===== src/rtl/sctl_pkg.sv =====
package sctl_pkg;
  localparam int WIDX_W = 10;

  localparam logic [WIDX_W-1:0] W_DATA  = 10'd0;
  localparam logic [WIDX_W-1:0] W_FLAG  = 10'd6;
  localparam logic [WIDX_W-1:0] W_LPDIV = 10'd8;
  localparam logic [WIDX_W-1:0] W_IDIV  = 10'd9;
  localparam logic [WIDX_W-1:0] W_FDIV  = 10'd10;
  localparam logic [WIDX_W-1:0] W_LINE  = 10'd11;
  localparam logic [WIDX_W-1:0] W_CTRL  = 10'd12;
  localparam logic [WIDX_W-1:0] W_LVL   = 10'd13;
  localparam logic [WIDX_W-1:0] W_MASK  = 10'd14;
  localparam logic [WIDX_W-1:0] W_RAW   = 10'd15;
  localparam logic [WIDX_W-1:0] W_MIS   = 10'd16;
  localparam logic [WIDX_W-1:0] W_CLR   = 10'd17;
  localparam logic [WIDX_W-1:0] W_DMA   = 10'd18;
  localparam logic [6:0]        ID_WIN  = 7'h7F;

  localparam int LPDIV_W = 8;
  localparam int IDIV_W  = 16;
  localparam int FDIV_W  = 6;
  localparam int LINE_W  = 8;
  localparam int CTRL_W  = 16;
  localparam int LVL_W   = 6;
  localparam int IRQ_W   = 11;
  localparam int DMA_W   = 3;

  localparam int IRQ_RX = 4;
  localparam int IRQ_TX = 5;
  localparam int LINE_QUEUE_BIT = 4;
  localparam int CTRL_FULL_BIT  = 4;

  localparam logic [CTRL_W-1:0] CTRL_RST = 16'h0300;
  localparam logic [LVL_W-1:0]  LVL_RST  = 6'h12;

  typedef struct packed {
    logic       brk;
    logic [1:0] pad;
    logic [7:0] data;
  } rx_entry_t;

  localparam int ENTRY_W = $bits(rx_entry_t);
endpackage


===== src/rtl/sctl_rx_fifo.sv =====
module sctl_rx_fifo #(
  parameter int DEPTH   = 16,
  parameter int ENTRY_W = 11,
  localparam int PTR_W  = $clog2(DEPTH),
  localparam int CNT_W  = PTR_W + 1
) (
  input  logic               clk,
  input  logic               rst_n,
  input  logic               push,
  input  logic [ENTRY_W-1:0] push_entry,
  input  logic               pop,
  output logic [ENTRY_W-1:0] head,
  output logic [CNT_W-1:0]   count
);
  logic [ENTRY_W-1:0] slot [DEPTH];
  logic [PTR_W-1:0]   rptr;
  logic [PTR_W-1:0]   wptr;
  logic               take;

  // write position is read position plus occupancy, wrapping at DEPTH
  assign wptr = rptr + count[PTR_W-1:0];
  assign take = pop && (count != '0);
  assign head = slot[rptr];

  for (genvar i = 0; i < DEPTH; i++) begin : g_slot
    always_ff @(posedge clk or negedge rst_n) begin
      if (!rst_n)
        slot[i] <= '0;
      else if (push && (wptr == PTR_W'(i)))
        slot[i] <= push_entry;
    end
  end

  always_ff @(posedge clk or negedge rst_n) begin
    if (!rst_n) begin
      rptr  <= '0;
      count <= '0;
    end else begin
      if (take) rptr <= rptr + 1'b1;
      case ({push, take})
        2'b10:   count <= count + 1'b1;
        2'b01:   count <= count - 1'b1;
        default: count <= count;
      endcase
    end
  end
endmodule


===== src/rtl/sctl_irq_ctrl.sv =====
module sctl_irq_ctrl #(
  parameter int IW = 11
) (
  input  logic          clk,
  input  logic          rst_n,
  input  logic [IW-1:0] hw_set,
  input  logic [IW-1:0] hw_clr,
  input  logic          sw_clr_wr,
  input  logic [IW-1:0] sw_clr_val,
  input  logic          mask_wr,
  input  logic [IW-1:0] mask_val,
  output logic [IW-1:0] raw,
  output logic [IW-1:0] mask,
  output logic [IW-1:0] mis,
  output logic          irq
);
  logic [IW-1:0] drop;

  assign drop = hw_clr | (sw_clr_wr ? sw_clr_val : '0);
  assign mis  = raw & mask;
  assign irq  = |mis;

  always_ff @(posedge clk or negedge rst_n) begin
    if (!rst_n) begin
      raw  <= '0;
      mask <= '0;
    end else begin
      raw <= (raw & ~drop) | hw_set;
      if (mask_wr) mask <= mask_val;
    end
  end
endmodule


===== src/rtl/sctl_id_rom.sv =====
module sctl_id_rom #(
  parameter int           NBYTES = 8,
  parameter logic [63:0]  TABLE  = 64'hB105_F00D_0014_1011,
  localparam int          SEL_W  = $clog2(NBYTES)
) (
  input  logic [SEL_W-1:0] sel,
  output logic [7:0]       byte_out
);
  logic [7:0] bytes [NBYTES];

  for (genvar k = 0; k < NBYTES; k++) begin : g_byte
    assign bytes[k] = TABLE[8*k +: 8];
  end

  assign byte_out = bytes[sel];
endmodule


===== src/rtl/sctl_uart_regs.sv =====
module sctl_uart_regs
  import sctl_pkg::*;
#(
  parameter int          DEPTH    = 16,
  parameter int          RX_TRIG  = 1,
  parameter logic [63:0] ID_TABLE = 64'hB105_F00D_0014_1011,
  localparam int         CNT_W    = $clog2(DEPTH) + 1
) (
  input  logic        clk,
  input  logic        rst_n,
  input  logic [11:0] bus_addr,
  input  logic        bus_wr,
  input  logic [31:0] bus_wdata,
  input  logic        bus_rd,
  output logic [31:0] bus_rdata,
  input  logic        rx_valid,
  output logic        rx_ready,
  input  logic [7:0]  rx_data,
  input  logic        brk_strobe,
  output logic        tx_valid,
  output logic [7:0]  tx_data,
  output logic        irq
);
  localparam logic [CNT_W:0] TRIG_V  = (CNT_W+1)'(RX_TRIG);
  localparam logic [CNT_W:0] DEPTH_V = (CNT_W+1)'(DEPTH);

  logic [WIDX_W-1:0] widx;
  logic              id_hit;
  logic              rd_pop;

  logic [LPDIV_W-1:0] lpdiv_q;
  logic [IDIV_W-1:0]  idiv_q;
  logic [FDIV_W-1:0]  fdiv_q;
  logic [LINE_W-1:0]  line_q;
  logic [CTRL_W-1:0]  ctrl_q;
  logic [LVL_W-1:0]   lvl_q;
  logic [DMA_W-1:0]   dma_q;
  logic               full_q;

  logic [CNT_W-1:0]   rx_count;
  logic [CNT_W:0]     cap;
  logic [CNT_W:0]     cnt_after;
  logic               room;
  logic               brk_push;
  logic               rx_push;
  logic               q_push;
  rx_entry_t          in_entry;
  rx_entry_t          head_entry;
  logic [ENTRY_W-1:0] head_bits;

  logic [IRQ_W-1:0]   hw_set;
  logic [IRQ_W-1:0]   hw_clr;
  logic [IRQ_W-1:0]   raw_int;
  logic [IRQ_W-1:0]   int_mask;
  logic [IRQ_W-1:0]   int_mis;
  logic [7:0]         id_byte;
  logic [7:0]         flag_byte;
  logic [31:0]        rd_word;

  logic unused_bits;
  assign unused_bits = ^{bus_addr[1:0], bus_wdata[31:16]};

  assign widx   = bus_addr[11:2];
  assign id_hit = (widx[9:3] == ID_WIN);
  assign rd_pop = bus_rd && (widx == W_DATA);

  // receive admission
  assign cap      = line_q[LINE_QUEUE_BIT] ? DEPTH_V : (CNT_W+1)'(1);
  assign room     = ({1'b0, rx_count} < cap);
  assign brk_push = brk_strobe && room;
  assign rx_ready = room && !brk_strobe;
  assign rx_push  = rx_valid && rx_ready;
  assign q_push   = brk_push || rx_push;

  always_comb begin
    in_entry      = '0;
    in_entry.brk  = brk_push;
    in_entry.data = brk_push ? 8'h00 : rx_data;
  end

  always_comb begin
    cnt_after = {1'b0, rx_count};
    if (q_push) cnt_after = cnt_after + 1'b1;
    if (rd_pop && (rx_count != '0)) cnt_after = cnt_after - 1'b1;
  end

  sctl_rx_fifo #(.DEPTH(DEPTH), .ENTRY_W(ENTRY_W)) u_fifo (
    .clk        (clk),
    .rst_n      (rst_n),
    .push       (q_push),
    .push_entry (in_entry),
    .pop        (rd_pop),
    .head       (head_bits),
    .count      (rx_count)
  );
  assign head_entry = rx_entry_t'(head_bits);

  // interrupt sources
  always_comb begin
    hw_set = '0;
    hw_clr = '0;
    hw_set[IRQ_TX] = bus_wr && (widx == W_DATA);
    hw_set[IRQ_RX] = q_push && (cnt_after == TRIG_V);
    hw_clr[IRQ_RX] = rd_pop && (cnt_after == TRIG_V - 1'b1);
  end

  sctl_irq_ctrl #(.IW(IRQ_W)) u_irq (
    .clk        (clk),
    .rst_n      (rst_n),
    .hw_set     (hw_set),
    .hw_clr     (hw_clr),
    .sw_clr_wr  (bus_wr && (widx == W_CLR)),
    .sw_clr_val (bus_wdata[IRQ_W-1:0]),
    .mask_wr    (bus_wr && (widx == W_MASK)),
    .mask_val   (bus_wdata[IRQ_W-1:0]),
    .raw        (raw_int),
    .mask       (int_mask),
    .mis        (int_mis),
    .irq        (irq)
  );

  sctl_id_rom #(.NBYTES(8), .TABLE(ID_TABLE)) u_id (
    .sel      (widx[2:0]),
    .byte_out (id_byte)
  );

  // storage registers
  always_ff @(posedge clk or negedge rst_n) begin
    if (!rst_n) begin
      lpdiv_q <= '0;
      idiv_q  <= '0;
      fdiv_q  <= '0;
      line_q  <= '0;
      ctrl_q  <= CTRL_RST;
      lvl_q   <= LVL_RST;
      dma_q   <= '0;
    end else if (bus_wr) begin
      case (widx)
        W_LPDIV: lpdiv_q <= bus_wdata[LPDIV_W-1:0];
        W_IDIV:  idiv_q  <= bus_wdata[IDIV_W-1:0];
        W_FDIV:  fdiv_q  <= bus_wdata[FDIV_W-1:0];
        W_LINE:  line_q  <= bus_wdata[LINE_W-1:0];
        W_CTRL:  ctrl_q  <= bus_wdata[CTRL_W-1:0];
        W_LVL:   lvl_q   <= bus_wdata[LVL_W-1:0];
        W_DMA:   dma_q   <= bus_wdata[DMA_W-1:0];
        default: ;
      endcase
    end
  end

  // receive-full flag: a filling push sets it, a data read clears it
  always_ff @(posedge clk or negedge rst_n) begin
    if (!rst_n)
      full_q <= 1'b0;
    else if (q_push && ((cnt_after == DEPTH_V) || ctrl_q[CTRL_FULL_BIT]))
      full_q <= 1'b1;
    else if (rd_pop)
      full_q <= 1'b0;
  end

  assign flag_byte = {1'b1, full_q, 1'b0, (rx_count == '0), 4'b0000};

  always_comb begin
    rd_word = '0;
    if (id_hit) begin
      rd_word[7:0] = id_byte;
    end else begin
      case (widx)
        W_DATA:  rd_word[ENTRY_W-1:0] = head_entry;
        W_FLAG:  rd_word[7:0]         = flag_byte;
        W_LPDIV: rd_word[LPDIV_W-1:0] = lpdiv_q;
        W_IDIV:  rd_word[IDIV_W-1:0]  = idiv_q;
        W_FDIV:  rd_word[FDIV_W-1:0]  = fdiv_q;
        W_LINE:  rd_word[LINE_W-1:0]  = line_q;
        W_CTRL:  rd_word[CTRL_W-1:0]  = ctrl_q;
        W_LVL:   rd_word[LVL_W-1:0]   = lvl_q;
        W_MASK:  rd_word[IRQ_W-1:0]   = int_mask;
        W_RAW:   rd_word[IRQ_W-1:0]   = raw_int;
        W_MIS:   rd_word[IRQ_W-1:0]   = int_mis;
        W_DMA:   rd_word[DMA_W-1:0]   = dma_q;
        default: rd_word = '0;
      endcase
    end
  end

  always_ff @(posedge clk or negedge rst_n) begin
    if (!rst_n) begin
      bus_rdata <= '0;
      tx_valid  <= 1'b0;
      tx_data   <= '0;
    end else begin
      if (bus_rd) bus_rdata <= rd_word;
      tx_valid <= bus_wr && (widx == W_DATA);
      if (bus_wr && (widx == W_DATA)) tx_data <= bus_wdata[7:0];
    end
  end
endmodule


===== config.mk =====
export PLATFORM = sky130hd
export DESIGN_NAME = sctl_uart_regs
export DESIGN_NICKNAME = d
export VERILOG_FILES = /design/src/rtl/sctl_pkg.sv /design/src/rtl/sctl_rx_fifo.sv /design/src/rtl/sctl_irq_ctrl.sv /design/src/rtl/sctl_id_rom.sv /design/src/rtl/sctl_uart_regs.sv
export SDC_FILE = /design/constraint.sdc
export NUM_CORES = 1
export LEC_CHECK = 0
export CAP_MARGIN = 20
export CORE_ASPECT_RATIO = 1.4
export CORE_MARGIN = 5
export CORE_UTILIZATION = 30
export DETAILED_ROUTE_END_ITERATION = 16
export PLACE_DENSITY = 0.48
export SLEW_MARGIN = 25
export SYNTH_ARGS = -nofsm -noshare
export SYNTH_HDL_FRONTEND = slang
export SYNTH_HIERARCHICAL = 1
export SYNTH_SLANG_ARGS = --single-unit

===== constraint.sdc =====
create_clock -name clk -period 5.7 [get_ports clk]
set_input_delay 1.425 -clock clk [delete_from_list [all_inputs] [get_ports clk]]
set_output_delay 1.425 -clock clk [all_outputs]
set_load 0.02 [all_outputs]

==> impl_metrics.json, run 1 <==
{
  "insertion_delay_ns": 0.58,
  "cp_num_buf_inv": 1,
  "drcViolationCount": 0,
  "setup_violations": 0,
  "hold_ws_ns": 0.481,
  "final.min_clock_period_ns": 4.63,
  "ys_async_sr_fraction": 1.00,
  "crit_chain": "clkdlybuf4s50_1 > nor4_2 > and3_1 > and2_1 > o41a_1 > ha_1 > xor2_1 > ha_1 > or4b_2 > o32ai_1 > a311oi_1 > xnor2_1",
  "vias_per_cell": 5.03,
  "grt_usage": 0.147,
  "rsz0062_at_grt": "no",
  "antenna_found_initial": 0,
  "crit_top_cell": "ha_1",
  "dp_hpwl_um": 26100,
  "cts_root_buffer": "clkbuf_16",
  "crit_family": "simple AND/OR/NAND/NOR gates",
  "grt_pass1_wl_um": 61700,
  "grt_max_degree": 120,
  "hold_violations": 0,
  "ys_seq_area_frac": 0.513,
  "yosys_warnings": 6,
  "antenna_cells": 0,
  "avgRoutedWirePerCell_um": 21.0,
  "seq_area_um2": 7420,
  "hold_path_class": "flop to flop",
  "postCtsSetupBuffers": 0,
  "die_x_um": 196,
  "ys_ff_latch": 296,
  "slowest_stage": "or4b_2",
  "area_growth_pct": 17.6,
  "multiInputGateArea_um2": 6750,
  "cp.required_ns": 6.16,
  "worstSetupPathType": "primary input to flop",
  "grt_pass1_vias": 10000,
  "clock_sinks": 296,
  "timing.rr.start": "u_fifo/count[1]",
  "cts_resized": 0,
  "utilization": 0.355,
  "critPathMaxStageDelay_ns": 0.64,
  "dieArea_um2": 52800,
  "fmax_ghz": 0.216,
  "nets": 1276,
  "slew_headroom": 0.400,
  "syn_area_per_cell_um2": 13.1,
  "slew_violations": 0,
  "total_power_mw": 6.63,
  "core-area_um2": 47900,
  "ir_drop_uv": 223,
  "synth_cells": 1106,
  "vias": 9344,
  "ff2ff_path_depth": 11,
  "start_kind": "primary input",
  "netlist_area_um2": 14500,
  "critPathCaptureType": "flop",
  "post_dp_cell_area_um2": 16000,
  "powerDensity_nw_per_um2": 390,
  "layout-drive-gt1-share": 0.330,
  "overflow": 0,
  "worstMarginPinSlew_ns": 0.900,
  "r2r_slack_ns": 2.28,
  "worstSetupEndpoint": "u_fifo/count[4]",
  "status": "finished clean",
  "totalWireLength_um": 39000,
  "fillers": 4723,
  "port_buffers": 66,
  "finalClockSkew_ns": 0.0251,
  "max-clock-path-buffers": 3,
  "start_util": 0.302,
  "layout.cells.non_filler": 1856,
  "worstPathMaxFanout": 11,
  "crit_arrival_ns": 5.09,
  "cap_viol_max_count": 0,
  "leakagePower_nw": 7.44,
  "die_h_um": 270,
  "yosysUniqueCellTypes": 75,
  "ys.flop_type": "dfrtp_1",
  "path_clk_slew_ns": 0.06,
  "post-route-period-util": 0.812,
  "row_count": 95,
  "cts_tree": "done",
  "cts_buffers": 31,
  "gp_congestion": 0.855,
  "worst_slack_ns": 1.07,
  "drt-pass1-iter-count": 7,
  "cts_hold_buffers": 0,
  "cp-startpoint": "bus_addr[7]",
  "synth_edf_count": 0,
  "pin_count": 101,
  "htree_num_levels": 1,
  "initialDrtViolationCount": 463,
  "r2r_end": "u_fifo/count[4]",
  "tns_ns": 0,
  "worstSetupPathDepth": 12,
  "fin_area_um2": 17000,
  "pre_cts_slack_ns": 0.515,
  "place_inst": 1801,
  "ant_nets": 0
}
-- cell usage after synthesis (15+ instances only) --
cell type  count  area share
a21oi_1       18      0.0062
a221oi_1      15      0.0091
a22oi_1       26       0.013
and2_1        20      0.0087
buf_2         25      0.0087
buf_4         21       0.011
clkbuf_1      42       0.011
dfrtp_1      292        0.51
inv_1         23      0.0060
mux2_1        33       0.026
mux2_2       229        0.18
mux4_2        45       0.070
nand2_1       61       0.016
nand3_1       15      0.0052
nor2_1        45       0.012
-- flip-flops by register name, summed over array words and instances, names as in the netlist, 8 cells and up --
signal / flops
u_fifo/slot: 176
bus_rdata: 16
ctrl_q: 16
idiv_q: 16
u_irq/mask: 11
u_irq/raw: 11
line_q: 8
lpdiv_q: 8
tx_data: 8
-- cells in the final DEF (no fill, tap or decap), types with 5 or more instances in the layout --
master           netlist  routed
a21oi_1               18      18
a22oi_1               26      26
nor2_1                45      44
nand3_1               15      15
dfrtp_1              292     290
mux2i_1               11      11
o21a_1                 6       6
a221oi_1              15      15
buf_4                 21      38
a31oi_1                5       5
clkbuf_1              42      10
inv_1                 23      23
nor3_1                11      10
a222oi_1               6       6
mux2_1                33      33
clkinv_2               0       6
xnor2_1                9       9
nand4_1                5       5
clkdlybuf4s50_1        0      65
clkbuf_8               0       6
xor2_1                12      12
conb_1                 2      50
nand2_1               61      61
and2_1                20      20
a31o_2                11      11
and3_1                 7       7
mux4_2                45      45
ha_1                  12      12
clkbuf_16              0      31
mux2_2               229     229
o21ai_0               12       7
nor4_2                 2       8
-- worst register-to-register path: stages (launching register included) --
cell	delay, ns
dfrtp_1	0.58
o31a_1	0.42
nor3_2	0.17
buf_4	0.22
inv_1	0.08
ha_1	0.33
xor2_1	0.21
ha_1	0.23
or4b_2	0.64
o32ai_1	0.16
a311oi_1	0.10
xnor2_1	0.15
-- logic make-up (layout without fill, tap and decap cells) --
logic type / Yosys count / count (layout) / share of synthesized area
and+or+nand+nor: 207 / 207 / 0.0736
other: 2 / 50 / 0.000519
AOI/OAI and AO/OA: 135 / 135 / 0.0698
muxes: 318 / 318 / 0.282
buffers and inverters: 114 / 186 / 0.0372
DFF: 296 / 296 / 0.513
xor gates and xnor gates: 21 / 21 / 0.0127
adders and majority gates: 13 / 13 / 0.0118
-- worst min path at each step --
| stage | from | end | cells past startpoint |
|---|---|---|---|
| after floorplan | line_q[2] | line_q[2] | 1 |
| after global placement | bus_rdata[2] | bus_rdata[2] | 1 |
| after detailed placement | bus_rdata[8] | bus_rdata[8] | 1 |
| after CTS | bus_rdata[8] | bus_rdata[8] | 1 |
| after global routing | bus_rdata[8] | bus_rdata[8] | 1 |
| final | bus_rdata[10] | bus_rdata[10] | 1 |
-- per-layer routing --
| layer | part of all wire | track usage | up-vias |
|---|---|---|---|
| met4 | 0.020 | 0.0346 | 0 |
| met5 | 0 | 0 | - |
| met1 | 0.41 | 0.183 | 4902 |
| met2 | 0.53 | 0.267 | 177 |
| met3 | 0.043 | 0.0228 | 51 |
| li1 | - | - | 4214 |
-- power by group --
group | internal [mW] | leakage (nW) | switching [mW] | total (mW)
combinational | 0.937 | 3.14 | 0.778 | 1.72
clock | 1.07 | 0.465 | 0.830 | 1.90
sequential | 2.67 | 3.84 | 0.334 | 3.01
total | 4.68 | 7.44 | 1.94 | 6.63
-- final cells by class --
class                   count  area share
flip-flops and latches    296       0.436
multi-input cells         744       0.397
repair buffers            107      0.0599
clock buffers              47      0.0527
well taps                 630      0.0464
inverters                  25     0.00552
clock inverters             7     0.00228
Note: power is estimated with default switching activity, not from simulation.
==> run 2, diff against run 1 <==
--- a/config.mk
+++ b/config.mk
@@ -10,7 +10,7 @@
 export CORE_MARGIN = 5
 export CORE_UTILIZATION = 30
 export DETAILED_ROUTE_END_ITERATION = 16
-export PLACE_DENSITY = 0.48
+export PLACE_DENSITY = 0.5
 export SLEW_MARGIN = 25
 export SYNTH_ARGS = -nofsm -noshare
 export SYNTH_HDL_FRONTEND = slang
==> constraint.sdc (replaced) <==
create_clock -name clk -period 3.8 [get_ports clk]
set_input_delay 0.95 -clock clk [delete_from_list [all_inputs] [get_ports clk]]
set_output_delay 0.95 -clock clk [all_outputs]
set_load 0.02 [all_outputs]
==> impl_metrics.json, run 2 (synthesized netlist as in run 1, its figures left out) <==
{
  "grt_pass1_wl_um": 62600,
  "drcViolationCount": 0,
  "tns_ns": 0,
  "start_util": 0.302,
  "grt_usage": 0.150,
  "core-area_um2": 47900,
  "port_buffers": 66,
  "mostFrequentLayoutCells": "290 x dfrtp_1, 229 x mux2_2, 76 x buf_4",
  "crit_chain": "clkdlybuf4s50_1 > nor4_2 > and3_1 > and2_1 > o41a_1 > ha_1 > xor2_1 > ha_1 > or4b_2 > o32ai_1 > a311oi_1 > xnor2_1",
  "dp_hpwl_um": 27500,
  "regMostFlops": "u_fifo/slot",
  "post-route-period-util": 0.912,
  "ir_drop_uv": 346,
  "start_kind": "primary input",
  "final.min_clock_period_ns": 3.47,
  "final_common_cell": "dfrtp_1",
  "layout.cells.non_filler": 1894,
  "cp_num_buf_inv": 1,
  "drt-pass1-iter-count": 7,
  "hold_path_class": "primary input to asynchronous set/reset pin",
  "cap_viol_max_count": 0,
  "initialDrtViolationCount": 454,
  "grt_pass1_vias": 10300,
  "leakagePower_nw": 7.73,
  "place_inst": 1840,
  "row_count": 95,
  "rsz0062_at_grt": "no",
  "htree_num_levels": 1,
  "pin_count": 101,
  "overflow": 0,
  "postCtsSetupBuffers": 0,
  "cts_tree": "done",
  "path_clk_slew_ns": 0.06,
  "cts_resized": 0,
  "area_growth_pct": 20.9,
  "seq_area_um2": 7420,
  "vias_per_cell": 4.97,
  "grt_max_degree": 103,
  "hold_ws_ns": 0.414,
  "avgRoutedWirePerCell_um": 21.1,
  "antenna_cells": 0,
  "antenna_found_initial": 0,
  "nets": 1313,
  "totalWireLength_um": 40000,
  "pre_cts_slack_ns": -0.278,
  "r2r_slack_ns": 0.62,
  "powerDensity_nw_per_um2": 605,
  "crit_family": "simple AND/OR/NAND/NOR gates",
  "ant_nets": 0,
  "worstPathMaxFanout": 3,
  "gp_congestion": 0.826,
  "crit_arrival_ns": 3.92,
  "insertion_delay_ns": 0.57,
  "cts_root_buffer": "clkbuf_16",
  "fillers": 4638,
  "cts_hold_buffers": 0,
  "crit_top_cell": "ha_1",
  "vias": 9411,
  "worst_slack_ns": 0.335,
  "worstSetupPathType": "primary input to flop",
  "die_x_um": 196,
  "hold_violations": 0,
  "dieArea_um2": 52800,
  "cp.required_ns": 4.25,
  "setup_violations": 0,
  "die_h_um": 270,
  "slew_headroom": 0.410,
  "max-clock-path-buffers": 3,
  "multiInputGateArea_um2": 6750,
  "cts_buffers": 30,
  "status": "finished clean",
  "critPathCaptureType": "flop",
  "finalClockSkew_ns": 0.0211,
  "largest_reg_flops": 176,
  "slew_violations": 0,
  "layout-drive-gt1-share": 0.351,
  "slowest_stage": "or4b_2",
  "fmax_ghz": 0.289,
  "worstMarginPinSlew_ns": 0.885,
  "critPathMaxStageDelay_ns": 0.64,
  "clock_sinks": 296
}
-- run 2: cell count changes in the layout (fill, tap and decap cells not counted), moves of 2 or more --
cell,change
clkbuf_1,-5
buf_4,+38
clkinv_2,-4
o21ai_2,-2
o21ai_1,+2
bufinv_16,+8
-- run 2: layer usage --
metal	wire length (um)	up-vias	GRT usage
li1	-	4277	-
met1	16100	4879	0.179
met2	21100	192	0.276
met3	1520	63	0.0218
met4	1290	0	0.0494
met5	0	-	0
-- run 2: metrics by stage --
stage	power, mW	cell area, um^2	utilization
after floorplan	6.35	14700	-
after global placement	7.14	16300	0.341
after detailed placement	7.25	16300	0.341
after CTS	10.7	17500	0.365
after global routing	11.2	17500	0.365
final	10.6	17500	0.365
-- run 2: where the power goes --
| group | internal (mW) | leakage [nW] | switching [mW] |
|---|---|---|---|
| sequential | 4.01 | 3.84 | 0.502 |
| combinational | 1.45 | 3.34 | 1.20 |
| clock | 2.14 | 0.557 | 1.26 |
-- run 2: final cells by class --
cell class / count / area share
tap: 630 / 0.0451
sequential: 296 / 0.424
inverter: 25 / 0.00537
clock buffer: 42 / 0.0502
clock inverter: 12 / 0.0152
timing repair buffer: 145 / 0.0741
multi-input combinational: 744 / 0.386
-- run 2: path summary, 6_finish.rpt --
kind	startpoint	endpoint	depth (start not counted)
min in group clk	bus_rdata[10]	bus_rdata[10]	1
worst min register to register	bus_rdata[10]	bus_rdata[10]	1
worst min-delay path	rst_n	u_fifo/count[3]	1
worst max-delay path	bus_addr[11]	u_fifo/count[4]	12
max in group asynchronous	rst_n	u_fifo/slot[72]	2
worst max register to register	line_q[4]	u_irq/raw[4]	13
-- run 2: worst register-to-register path, stage by stage, from the launching register on --
cell,delay [ns]
dfrtp_1,0.42
inv_1,0.11
ha_1,0.35
o31a_1,0.15
nor3_2,0.23
buf_4,0.23
mux2i_1,0.25
ha_1,0.25
nand4_2,0.10
xor2_1,0.17
a2111oi_2,0.38
and3_1,0.20
inv_1,0.04
a31o_2,0.19
==> run 3, diff against run 2 <==
--- a/config.mk
+++ b/config.mk
@@ -7,10 +7,10 @@
 export LEC_CHECK = 0
 export CAP_MARGIN = 20
 export CORE_ASPECT_RATIO = 1.4
-export CORE_MARGIN = 5
-export CORE_UTILIZATION = 30
+export CORE_MARGIN = 2
+export CORE_UTILIZATION = 45
 export DETAILED_ROUTE_END_ITERATION = 16
-export PLACE_DENSITY = 0.5
+export PLACE_DENSITY = 0.68
 export SLEW_MARGIN = 25
 export SYNTH_ARGS = -nofsm -noshare
 export SYNTH_HDL_FRONTEND = slang
==> impl_metrics.json, run 3 (synthesized netlist as in run 1, its figures left out) <==
{
  "status": "finished clean",
  "grt_max_degree": 89,
  "crit_arrival_ns": 3.94,
  "drcViolationCount": 0,
  "dr_wl_met2_um": 18300,
  "final_common_cell": "dfrtp_1",
  "cp.required_ns": 4.25,
  "antenna_cells": 0,
  "mostFrequentLayoutCells": "290 x dfrtp_1, 229 x mux2_2, 69 x buf_4",
  "timing.rr.start": "u_fifo/count[0]",
  "initialDrtViolationCount": 575,
  "antenna_found_initial": 0,
  "total_power_mw": 10.2,
  "largest_reg_flops": 176,
  "switching_share": 0.288,
  "port_buffers": 66,
  "vias_per_cell": 5.81,
  "power_switching_mw": 2.93,
  "die_x_um": 156,
  "ant_nets": 0,
  "post_dp_cell_area_um2": 16000,
  "max-clock-path-buffers": 3,
  "clockPowerShare": 0.298,
  "cts_hold_buffers": 0,
  "setup_violations": 0,
  "grt_usage": 0.216,
  "gp_congestion": 0.915,
  "slowest_stage": "or4b_2",
  "worst_slack_ns": 0.301,
  "vias": 9605,
  "slew_violations": 0,
  "overflow": 0,
  "dp_hpwl_um": 24200,
  "cts_root_buffer": "clkbuf_16",
  "avgRoutedWirePerCell_um": 21.5,
  "hold_violations": 0,
  "layout.cells.non_filler": 1652,
  "insertion_delay_ns": 0.57,
  "crit_top_cell": "ha_1",
  "totalWireLength_um": 35600,
  "clock_sinks": 296,
  "top_layer": "met4",
  "critPathCaptureType": "flop",
  "p_int_mw": 7.25,
  "critPathMaxStageDelay_ns": 0.64,
  "path_clk_slew_ns": 0.06,
  "start_kind": "primary input",
  "area_growth_pct": 17.8,
  "die_h_um": 216,
  "ir_drop_uv": 439,
  "cap_viol_max_count": 0,
  "worstMarginPinSlew_ns": 0.689,
  "regMostFlops": "u_fifo/slot",
  "comb_power_share": 0.259,
  "cts_tree": "done",
  "wl_met1_um": 14300,
  "dieArea_um2": 33600,
  "slew_headroom": 0.541,
  "start_util": 0.458,
  "tns_ns": 0,
  "post-route-period-util": 0.921,
  "hold_ws_ns": 0.409,
  "nets": 1307,
  "hold_path_class": "primary input to asynchronous set/reset pin",
  "leakagePower_nw": 7.65,
  "worstSetupPathType": "primary input to flop",
  "htree_num_levels": 1,
  "seqPwrFrac": 0.444,
  "fin_area_um2": 17000,
  "row_count": 77,
  "place_inst": 1600,
  "rsz0062_at_grt": "no",
  "postCtsSetupBuffers": 0,
  "fmax_ghz": 0.286,
  "layout-drive-gt1-share": 0.349,
  "cts_buffers": 29,
  "pin_count": 101,
  "grt_pass1_wl_um": 57000,
  "utilization": 0.539,
  "crit_chain": "clkdlybuf4s50_1 > nor4_2 > and3_1 > and2_1 > o41a_1 > ha_1 > xor2_1 > ha_1 > or4b_2 > o32ai_1 > a311oi_1 > xnor2_1",
  "cp-startpoint": "bus_addr[11]",
  "final.min_clock_period_ns": 3.50,
  "pre_cts_slack_ns": -0.248,
  "core-area_um2": 31600,
  "grt_pass1_vias": 10300,
  "route.met3.wl_um": 1390,
  "worstPathMaxFanout": 3,
  "drt-pass1-iter-count": 5,
  "cts_resized": 0,
  "powerDensity_nw_per_um2": 598,
  "finalClockSkew_ns": 0.0289,
  "fillers": 2689
}
==> run 3: changes by cell type in the layout (fill, tap and decap cells not counted), sizes merged <==
| cell | delta |
|---|---|
| bufinv | -4 |
| clkinvlp | +1 |
| clkinv | +5 |
| clkbuf | -4 |
| buf | -5 |
==> run 3: final timing paths <==
check                                        end  slack (ns)  cells after the start
worst max-delay path             u_fifo/count[4]        0.30                     12
worst min-delay path            u_fifo/slot[155]        0.41                      1
worst max register to register   u_fifo/slot[88]        0.64                      7
worst min register to register      bus_rdata[8]        0.48                      1
max in group asynchronous       u_fifo/slot[113]        2.49                      2
min in group clk                    bus_rdata[8]        0.48                      1
==> run 3: critical path: cells and delay by family <==
family,cells,cell delay [ns]
AND/OR/NAND/NOR,4,1.48
AO/OA/AOI/OAI,3,0.43
adder cells (fa/ha/maj),2,0.41
buffers and inverters,1,0.44
XOR/XNOR,2,0.22
==> run 3: area by class of cell <==
class / count / area, um^2 / area share
Timing Repair Buffer: 140 / 1280 / 0.0753
Inverter: 25 / 93.8 / 0.00551
Multi-Input combinational cell: 744 / 6750 / 0.396
Sequential cell: 296 / 7410 / 0.435
Clock inverter: 14 / 186 / 0.0109
Tap cell: 395 / 494 / 0.0290
Clock buffer: 38 / 820 / 0.0481
==> run 3: metal layers <==
layer  GRT usage  up-vias
li1            -     4269
met1       0.270     4959
met2       0.376      280
met3      0.0260       97
met4      0.0988        0
met5           0        -
==> run 3: power groups by stage <==
| stage | clock, mW | combinational (mW) | sequential (mW) |
|---|---|---|---|
| after floorplan | 0 | 1.96 | 4.39 |
| after global placement | 0 | 2.55 | 4.50 |
| after detailed placement | 0 | 2.64 | 4.57 |
| after CTS | 3.10 | 2.65 | 4.51 |
| after global routing | 3.22 | 2.87 | 4.62 |
| final | 3.03 | 2.63 | 4.52 |
